### src/rtl/bus_sizer_pkg.sv
package bus_sizer_pkg;
  localparam int HALF_W = 16;
  localparam int WORD_W = 2 * HALF_W;
  localparam int BE_W   = WORD_W / 8;

  typedef enum logic [1:0] {
    PH_IDLE  = 2'd0,
    PH_FIRST = 2'd1,
    PH_SECOND = 2'd2
  } phase_e;
endpackage

### src/rtl/bus_size_decide.sv
module bus_size_decide #(
  parameter int BE_W = 4
) (
  input  logic [BE_W-1:0] be,
  input  logic            size16,
  input  logic            na_seen,
  output logic            need_second
);
  localparam int HALF_BE = BE_W / 2;

  function automatic logic split_needed(input logic [BE_W-1:0] e,
                                        input logic s16, input logic na);
    return s16 && !na && (|e[BE_W-1:HALF_BE]);
  endfunction

  assign need_second = split_needed(be, size16, na_seen);
endmodule

### src/rtl/bus_lane_steer.sv
module bus_lane_steer #(
  parameter int HALF_W = 16
) (
  input  logic [(2*HALF_W/8)-1:0] be_q,
  input  logic [2*HALF_W-1:0]     wd_q,
  input  logic                    second,
  output logic [(2*HALF_W/8)-1:0] bus_be,
  output logic [2*HALF_W-1:0]     bus_wdata
);
  localparam int WORD_W  = 2 * HALF_W;
  localparam int BE_W    = WORD_W / 8;
  localparam int HALF_BE = BE_W / 2;

  genvar g;
  generate
    for (g = 0; g < BE_W; g++) begin : g_be
      if (g < HALF_BE) begin : g_low
        assign bus_be[g] = be_q[g] & ~second;
      end else begin : g_high
        assign bus_be[g] = be_q[g];
      end
    end
  endgenerate

  assign bus_wdata[WORD_W-1:HALF_W] = wd_q[WORD_W-1:HALF_W];
  assign bus_wdata[HALF_W-1:0]      = second ? wd_q[WORD_W-1:HALF_W]
                                             : wd_q[HALF_W-1:0];

  always_comb begin
    if (second) begin
      assert (bus_wdata[HALF_W-1:0] == bus_wdata[WORD_W-1:HALF_W]);
    end
  end
endmodule

### src/rtl/bus_read_merge.sv
module bus_read_merge #(
  parameter int HALF_W = 16
) (
  input  logic                clk,
  input  logic                rst_n,
  input  logic                cap_low,
  input  logic                finish,
  input  logic                second,
  input  logic                size16,
  input  logic [2*HALF_W-1:0] bus_rdata,
  output logic [2*HALF_W-1:0] xfer_rdata,
  output logic                xfer_done
);
  localparam int WORD_W = 2 * HALF_W;

  logic [HALF_W-1:0] low_q;

  function automatic logic [HALF_W-1:0] upper_pick(input logic [WORD_W-1:0] d,
                                                   input logic s16);
    return s16 ? d[HALF_W-1:0] : d[WORD_W-1:HALF_W];
  endfunction

  always_ff @(posedge clk or negedge rst_n) begin
    if (!rst_n) begin
      low_q      <= '0;
      xfer_rdata <= '0;
      xfer_done  <= 1'b0;
    end else begin
      xfer_done <= finish;
      if (cap_low) low_q <= bus_rdata[HALF_W-1:0];
      if (finish) begin
        if (second) xfer_rdata <= {upper_pick(bus_rdata, size16), low_q};
        else        xfer_rdata <= bus_rdata;
      end
    end
  end

  AST_DONE_PULSE: assert property (@(posedge clk) disable iff (!rst_n)
    xfer_done |=> !xfer_done);

  AST_LOW_KEPT: assert property (@(posedge clk) disable iff (!rst_n)
    (second && !cap_low) |=> $stable(low_q));
endmodule

### src/rtl/bus_sizer.sv
module bus_sizer
  import bus_sizer_pkg::*;
#(
  parameter int HW = HALF_W
) (
  input  logic                  clk,
  input  logic                  rst_n,
  input  logic                  req_load,
  input  logic [(2*HW/8)-1:0]   req_be,
  input  logic [2*HW-1:0]       req_wdata,
  input  logic                  ack,
  input  logic                  size16,
  input  logic                  na_seen,
  input  logic [2*HW-1:0]       bus_rdata,
  output logic [(2*HW/8)-1:0]   bus_be,
  output logic [2*HW-1:0]       bus_wdata,
  output logic                  extra_cyc,
  output logic                  hold_ok,
  output logic                  busy,
  output logic [2*HW-1:0]       xfer_rdata,
  output logic                  xfer_done
);
  localparam int WW = 2 * HW;
  localparam int BW = WW / 8;

  phase_e          phase;
  logic [BW-1:0]   be_q;
  logic [WW-1:0]   wd_q;
  logic            need_second;

  // Named internal events for the assertions
  logic first_ack, split_ev, finish_ev, accept_ev, in_second;

  assign in_second = (phase == PH_SECOND);
  assign busy      = (phase != PH_IDLE);
  assign accept_ev = req_load && (phase == PH_IDLE);
  assign first_ack = ack && (phase == PH_FIRST);
  assign split_ev  = first_ack && need_second;
  assign finish_ev = (first_ack && !need_second) || (ack && in_second);
  assign extra_cyc = in_second;
  assign hold_ok   = !in_second;

  bus_size_decide #(.BE_W(BW)) u_decide (
    .be          (be_q),
    .size16      (size16),
    .na_seen     (na_seen),
    .need_second (need_second)
  );

  bus_lane_steer #(.HALF_W(HW)) u_steer (
    .be_q      (be_q),
    .wd_q      (wd_q),
    .second    (in_second),
    .bus_be    (bus_be),
    .bus_wdata (bus_wdata)
  );

  bus_read_merge #(.HALF_W(HW)) u_merge (
    .clk        (clk),
    .rst_n      (rst_n),
    .cap_low    (split_ev),
    .finish     (finish_ev),
    .second     (in_second),
    .size16     (size16),
    .bus_rdata  (bus_rdata),
    .xfer_rdata (xfer_rdata),
    .xfer_done  (xfer_done)
  );

  always_ff @(posedge clk or negedge rst_n) begin
    if (!rst_n) begin
      phase <= PH_IDLE;
      be_q  <= '0;
      wd_q  <= '0;
    end else begin
      case (phase)
        PH_IDLE: if (req_load) begin
          phase <= PH_FIRST;
          be_q  <= req_be;
          wd_q  <= req_wdata;
        end
        PH_FIRST: if (ack) phase <= need_second ? PH_SECOND : PH_IDLE;
        PH_SECOND: if (ack) phase <= PH_IDLE;
        default: phase <= PH_IDLE;
      endcase
    end
  end

  AST_LOAD_STARTS: assert property (@(posedge clk) disable iff (!rst_n)
    accept_ev |=> (busy && !extra_cyc));

  AST_WIDE_ENDS: assert property (@(posedge clk) disable iff (!rst_n)
    (first_ack && !size16) |=> (!busy && xfer_done));

  AST_SPLIT_ENTERS: assert property (@(posedge clk) disable iff (!rst_n)
    (first_ack && size16 && !na_seen && (|be_q[BW-1:BW/2])) |=> (extra_cyc && !xfer_done));

  AST_NA_NO_SPLIT: assert property (@(posedge clk) disable iff (!rst_n)
    (first_ack && na_seen) |=> !extra_cyc);

  AST_LOW_BE_OFF: assert property (@(posedge clk) disable iff (!rst_n)
    extra_cyc |-> (bus_be[BW/2-1:0] == '0));

  AST_HOLD_BLOCKED: assert property (@(posedge clk) disable iff (!rst_n)
    extra_cyc |-> !hold_ok);

  AST_IDLE_ACK_IGNORED: assert property (@(posedge clk) disable iff (!rst_n)
    (!busy && ack && !req_load) |=> (!busy && !xfer_done));

  AST_WAIT_STABLE: assert property (@(posedge clk) disable iff (!rst_n)
    (busy && !ack) |=> ($stable(bus_be) && $stable(bus_wdata) && $stable(extra_cyc) && busy));
endmodule

### config.mk
export PLATFORM = sky130hd
export DESIGN_NAME = bus_sizer
export DESIGN_NICKNAME = d
export VERILOG_FILES = /design/src/rtl/bus_sizer_pkg.sv /design/src/rtl/bus_size_decide.sv /design/src/rtl/bus_lane_steer.sv /design/src/rtl/bus_read_merge.sv /design/src/rtl/bus_sizer.sv
export SDC_FILE = /design/constraint.sdc
export NUM_CORES = 1
export LEC_CHECK = 0
export ABC_AREA = 1
export BUFFER_PORTS_ARGS = -buffer_cell sky130_fd_sc_hd__buf_2
export CAP_MARGIN = 20
export CORE_ASPECT_RATIO = 1.2
export CORE_UTILIZATION = 50
export CTS_BUF_LIST = sky130_fd_sc_hd__clkbuf_4 sky130_fd_sc_hd__clkbuf_8 sky130_fd_sc_hd__clkbuf_16
export CTS_CLUSTER_DIAMETER = 120
export DETAILED_ROUTE_END_ITERATION = 10
export PLACE_DENSITY = 0.82
export RECOVER_POWER = 50
export SYNTH_ARGS = -nofsm -noshare
export SYNTH_HDL_FRONTEND = slang
export SYNTH_SLANG_ARGS = --single-unit
### constraint.sdc
create_clock -name clk -period 1.6 [get_ports clk]
set_input_delay 0.16 -clock clk [delete_from_list [all_inputs] [get_ports clk]]
set_output_delay 0.16 -clock clk [all_outputs]
set_load 0.02 [all_outputs]
==> results.yml, run 1 <==
run_status:
  status: "finished, violations left"
  violations: "setup timing"
grt:
  grt_overflow: 0
  antenna_found_initial: 0
  grt_use_total_pct: 27.29
  grt_pass1_wl_um: 18580
  grt_max_degree: 34
  grt_pass1_vias: 3875
route:
  wirelength_um: 12200
  drc_errors: 0
  highest_layer: "met4"
  ant_nets: 0
  viasPerCell: 5.225
  drt-initial-drc-count: 295
  wl_met1_um: 4792
  wl_per_cell_um: 15.00
  wl_met3_um: 837
  drt_pass1_iterations: 5
  dr_wl_met2_um: 6139
  vias: 4248
floorplan:
  initial_utilization_pct: 51.80
  die_height_um: 103.0
  coreArea_um2: 8198
  rows: 36
  die_w_um: 86.13
  io_pins: 146
  die_area_um2: 8868
sta:
  finalSetupViolations: 16
  relSlewSlack_pct: 46.88
  post-route-period-util_pct: 104.9
  hold_viol_final: 0
  final.setup.tns_ps: -823.3
  clock.fmax_mhz: 595.9
  tightest_slew_ps: 796.8
  finClkSkew_ps: 10.11
  min_period_ps: 1678
  rsz0062_at_grt: "yes"
  final_max_slew_viol_count: 0
  setup_slack_ps: -78.13
critical_path:
  crit_path_cell_trace: "nor2_4 > buf_12 > buf_12 > nand2_2 > nand2_2 > buf_6"
  cp_num_buf_inv: 3
  startpoint_type: "register"
  cp_max_fo: 5
  r2r_slack_ps: 70
  required_ps: 1440
  cpLargestDelayFamily: "flip-flops"
  cpMaxStageDelayCell: "dfrtp_2"
  r2r_start: "phase[0]$_DFFE_PN0P_"
  critPathMaxStageDelay_ps: 440
  critPathCapture: "bus_wdata[15]"
  arrival_ps: 1520
  crit_start: "phase[0]$_DFFE_PN0P_"
  ff2ff_path_depth: 10
  end_kind: "output port"
  r2r-end: "u_merge.xfer_rdata[0]$_DFFE_PN0P_"
  worstSetupPathType: "register to output port"
  cp_num_cells: 6
logic_synthesis:
  synth.area.top_cells: "dfrtp_1, nand2_1, nand3_1"
  netlist_area_um2: 4247
  synth_top_area_share_pct: 51.27
  ys_seq_area_share_pct: 51.27
  asyncSetResetFlopFracSynth_pct: 100.0
  synthCells: 558
  syn-num-nets: 632
  yosysMostFrequentCell: "nand2_1"
  yosys_most_used_dff: "dfrtp_1"
  yosysWarnings: 0
  avgSynthCellArea_um2: 7.610
  synth_top_area_cell: "dfrtp_1"
  synth-edff-count: 0
  synth_common_cells: "nand2_1, nand3_1, dfrtp_1"
  ys_ff_latch: 87
  synth_cell_types: 18
clocking:
  path_clk_slew_ps: 80
  cts_sinks: 87
  clk-insertion-delay-late_ps: 360
  cts_tree: "yes"
  clock_path_buffers: 2
  cts_buffers: 9
  root_buffer: "clkbuf_8"
  ctsHtreeMaxLevel: 3
power_and_ir_drop:
  comb_power_share_pct: 42.0
  ir_worst_vdd_mv: 0.9989
  powerDensity_nw_per_um2: 1566
  p_int_mw: 5.195
  pwr-share-seq_pct: 41.3
  pwr-share-clk_pct: 16.7
  p_sw_share_pct: 41.15
  p_leak_nw: 3.208
  power_mw: 8.827
  switchingPower_mw: 3.633
finish:
  instances_no_fill: 813
  antenna_cells: 0
  syn2layout_area_growth_pct: 32.73
  finalNetCount: 772
  drive_above_1_share_pct: 29.61
placement:
  hpwl_um: 7406
  gp_congestion: 0.7943
  port_buffers: 145
  place_inst: 778
worst_hold_path:
  min_path_type: "input pin to register"
  hp-start: "req_wdata[7]"
run:
  cap_violations: 0
worst min-delay path by stage:
stage | endpoint | slack, ps | cells after the start
floorplan | be_q[0]$_DFFE_PN0P_ | -140 | 0
global placement | be_q[3]$_DFFE_PN0P_ | 130 | 1
finish | wd_q[7]$_DFFE_PN0P_ | 30 | 3
detailed placement | be_q[2]$_DFFE_PN0P_ | 130 | 1
CTS | wd_q[7]$_DFFE_PN0P_ | 10 | 3
global route | wd_q[22]$_DFFE_PN0P_ | 30 | 3
worst register-to-register path, cell delays in order (launching register included):
cell and delay [ps]:
dfrtp_2 440, nor2_4 150, buf_12 190, buf_4 130
buf_4 110, buf_6 110, inv_8 60, nand2_1 70
nand2_1 60, nand2_1 60, nand2_1 60
routing by layer:
layer / up-vias / global-route usage, %
met5: - / 0
met4: 0 / 11.79
met3: 27 / 5.284
met2: 226 / 46.52
met1: 1991 / 34.03
li1: 2004 / -
cell usage in the layout, fill, tap and decap left out, types with 2 or more instances in the layout:
cell and n:
nor2_1 5, clkbuf_8 10, nand2_4 7, nand2_2 21, nor2_2 2, buf_2 99, nand2_8 3, buf_8 2
nor2_4 2, nand2_1 266, dfrtp_1 86, inv_2 3, a21oi_1 4, buf_12 5, buf_6 16, clkbuf_1 26
buf_4 24, o21ai_0 2, clkbuf_4 2, nand3_1 96, inv_1 6
metrics by stage:
step,cell area [µm²],hold WS (ps),setup slack [ps],util [%]
final,5637,25.38,-78.13,68.76
after global routing,5637,33.76,-129.2,68.76
after CTS,5453,9.727,-55.24,66.51
after detailed placement,4940,129.9,86.55,60.26
after global placement,4940,127.1,144.5,60.26
after floorplan,4247,-135.6,325.8,-
sequential cells by signal (all words and copies together), names as in the netlist:
signal	count
u_merge.xfer_rdata	32
wd_q	32
u_merge.low_q	16
be_q	4
phase	2
u_merge.xfer_done	1
cell families (layout without fill, tap and decap cells):
logic type | Yosys count | count (layout) | synth area share [%]
and+or+nand+nor | 403 | 403 | 39.78
AOI/OAI and AO/OA | 6 | 6 | 0.7072
buffers and inverters | 62 | 203 | 8.250
DFF | 87 | 87 | 51.27
power by group through the flow:
stage | Combinational [mW] | Sequential [mW] | Clock, mW
2_1_floorplan | 1.85 | 4.01 | 0
3_3_place_gp | 3.18 | 3.59 | 0
3_5_place_dp | 3.27 | 3.61 | 0
4_1_cts | 3.59 | 3.60 | 1.50
5_1_grt | 4.04 | 3.74 | 1.57
6_report | 3.71 | 3.65 | 1.47
cell type report:
cell class | instances | area [µm²]
Fill cell | 664 | 2561
Sequential cell | 87 | 2178
Clock inverter | 2 | 35.03
Multi-Input combinational cell | 409 | 1853
Inverter | 10 | 63.81
Timing Repair inverter | 2 | 27.53
Clock buffer | 10 | 137.6
Tap cell | 114 | 142.6
Timing Repair Buffer | 179 | 1199
what timing repair did:
item                                   CTS  global route
pin swaps                               11             6
gates resized for setup                 52            42
setup endpoints to repair               20            54
endpoints found under the hold margin   30             0
cloned                                   4             2
hold buffers                             1             0
setup buffers                            9             9
No activity file was read; power rests on OpenSTA's default activity.
==> run 2, diff against run 1 <==
--- a/config.mk
+++ b/config.mk
@@ -8,7 +8,7 @@
 export ABC_AREA = 1
 export BUFFER_PORTS_ARGS = -buffer_cell sky130_fd_sc_hd__buf_2
 export CAP_MARGIN = 20
-export CORE_ASPECT_RATIO = 1.2
+export CORE_ASPECT_RATIO = 2
 export CORE_UTILIZATION = 50
 export CTS_BUF_LIST = sky130_fd_sc_hd__clkbuf_4 sky130_fd_sc_hd__clkbuf_8 sky130_fd_sc_hd__clkbuf_16
 export CTS_CLUSTER_DIAMETER = 120
==> run 2 against run 1 <==
The flow still finishes with violations (setup timing). Flip-flop and latch count did not move. Total power rose by 11%. Sequential power barely moved. Die area rose by 0.23%. Non-clock buffer count fell by 6. Global-route usage rose by 1.3 points. Hold slack improved by 30 ps. Critical endpoint is now busy. Largest cell class unchanged. Critical path type unchanged. Maximum frequency rose by 4.8%. Design area rose by 0.67%. Final cell count fell by 2.3%. Clock skew fell by 5.0 ps. Clock power rose by 73%.
==> results.yml, run 2 (same netlist as run 1, synthesis figures left out) <==
route:
  ant_nets: 0
  drt_pass1_iterations: 5
  wl_met3_um: 818
  viasPerCell: 5.314
  wl_met1_um: 4311
  drt-initial-drc-count: 435
  wl_per_cell_um: 15.53
  drc_errors: 0
  dr_wl_met2_um: 6594
  wirelength_um: 12330
  highest_layer: "met4"
  vias: 4219
clocking:
  ctsHtreeMaxLevel: 3
  root_buffer: "clkbuf_16"
  cts_buffers: 9
  path_clk_slew_ps: 60
  clk-insertion-delay-late_ps: 330
  cts_sinks: 87
  cts_tree: "yes"
  clock_path_buffers: 2
power_and_ir_drop:
  switchingPower_mw: 3.713
  p_int_mw: 6.056
  power_mw: 9.769
  ir_worst_vdd_mv: 0.9024
  p_leak_nw: 3.236
  pwr-share-clk_pct: 26.1
  p_sw_share_pct: 38.01
  comb_power_share_pct: 36.3
  pwr-share-seq_pct: 37.6
  powerDensity_nw_per_um2: 1722
critical_path:
  arrival_ps: 1440
  cpLargestDelayFamily: "buffers and inverters"
  worstSetupPathType: "register to output port"
  end_kind: "output port"
  cp_max_fo: 33
  ff2ff_path_depth: 9
  crit_path_cell_trace: "buf_4 > nor2_2 > buf_12 > inv_1 > buf_2"
  required_ps: 1440
  cp_num_buf_inv: 4
  r2r_slack_ps: 80
  critPathMaxStageDelay_ps: 380
  r2r-end: "u_merge.xfer_rdata[29]$_DFFE_PN0P_"
  startpoint_type: "register"
  cpMaxStageDelayCell: "dfrtp_1"
  r2r_start: "phase[0]$_DFFE_PN0P_"
sta:
  final_max_slew_viol_count: 0
  setup_slack_ps: -0.7389
  relSlewSlack_pct: 52.31
  rsz0062_at_grt: "yes"
  finalSetupViolations: 1
  post-route-period-util_pct: 100.0
  final.setup.tns_ps: -0.7389
  hold_viol_final: 0
  holdWs_ps: 55.29
  min_period_ps: 1601
  clock.fmax_mhz: 624.7
  finClkSkew_ps: 5.161
  tightest_slew_ps: 715.4
placement:
  dp_slack_ps: 119.2
  dpl_cell_area_um2: 4925
  place_inst: 761
  gp_congestion: 0.8536
  hpwl_um: 8295
  port_buffers: 145
floorplan:
  initial_utilization_pct: 51.58
  die_w_um: 67.17
  coreArea_um2: 8233
  io_pins: 146
  die_height_um: 132.3
  die_area_um2: 8888
  rows: 47
worst_hold_path:
  hold-path-endpoint: "wd_q[2]$_DFFE_PN0P_"
  hp-start: "req_wdata[2]"
  hold_depth: 3
  min_path_type: "input pin to register"
finish:
  mostFrequentLayoutCells: "nand2_1, buf_2, nand3_1"
  fillers: 663
  fin_area_um2: 5674
  instances_no_fill: 794
  top_regs: "u_merge.xfer_rdata: 32 flops, wd_q: 32 flops, u_merge.low_q: 16 flops"
  final_core_util_pct: 68.92
  drive_above_1_share_pct: 29.02
  antenna_cells: 0
  final_common_cell: "nand2_1"
  syn2layout_area_growth_pct: 33.62
  finalNetCount: 765
grt:
  grt_max_degree: 42
  grt_pass1_wl_um: 19060
  antenna_found_initial: 0
  grt_use_total_pct: 28.58
  grt_pass1_vias: 3967
  grt_overflow: 0
run_status:
  status: "finished, violations left"
  violations: "setup timing"
run:
  cap_violations: 0
## run 2: cell types whose count changed in the layout (fill, tap and decap cells not counted), sizes merged
cell	before	now
clkbuf	40	41
bufinv	1	4
clkinvlp	0	1
bufbuf	1	0
buf	147	141
clkinv	3	1
inv	10	11
## run 2: how the worst max path moves through the flow
| stage | cells past startpoint | end | slack, ps | from |
|---|---|---|---|---|
| 2_1_floorplan | 4 | bus_wdata[10] | 330 | phase[0]$_DFFE_PN0P_ |
| 3_3_place_gp | 6 | bus_wdata[9] | 150 | phase[1]$_DFFE_PN0P_ |
| 3_5_place_dp | 6 | bus_wdata[14] | 120 | phase[1]$_DFFE_PN0P_ |
| 4_1_cts | 5 | busy | -20 | phase[1]$_DFFE_PN0P_ |
| 5_1_grt | 5 | busy | -70 | phase[1]$_DFFE_PN0P_ |
| 6_report | 5 | busy | -0.7 | phase[1]$_DFFE_PN0P_ |
## run 2: worst register-to-register path, delay by kind of cell, from the launching register on
kind / cells / cell delay [ps]
AND/OR/NAND/NOR: 6 / 530
buffers and inverters: 3 / 450
flip-flops: 1 / 430
## run 2: metal layers
layer / vias to the layer above / track usage, %
met5: - / 0
met4: 0 / 14.89
met3: 40 / 5.450
met2: 237 / 48.83
met1: 1942 / 32.25
li1: 2000 / -
## run 2: timing repair
action,CTS,global route
setup buffers,7,5
endpoints found under the hold margin,26,0
gates cloned,2,2
hold buffers,1,0
endpoints found under the setup margin,20,52
pin swaps,1,3
gates resized for setup,11,67
## run 2: area by class of cell
| class | count | area (µm²) | area share, % |
|---|---|---|---|
| sequential | 87 | 2178 | 38.39 |
| clock buffer | 10 | 232.7 | 4.101 |
| timing repair buffer | 173 | 1120 | 19.74 |
| tap | 98 | 122.6 | 2.161 |
| inverter | 10 | 50.05 | 0.8820 |
| clock inverter | 6 | 132.6 | 2.337 |
| multi-input combinational | 409 | 1829 | 32.24 |
| timing repair inverter | 1 | 8.758 | 0.1544 |
## run 2: power groups by stage
| stage | logic (mW) | clock network, mW | registers (mW) |
|---|---|---|---|
| 2_1_floorplan | 1.85 | 0 | 4.01 |
| 3_3_place_gp | 3.20 | 0 | 3.61 |
| 3_5_place_dp | 3.29 | 0 | 3.64 |
| 4_1_cts | 3.36 | 2.57 | 3.62 |
| 6_report | 3.55 | 2.55 | 3.67 |
| 5_1_grt | 3.89 | 2.68 | 3.77 |
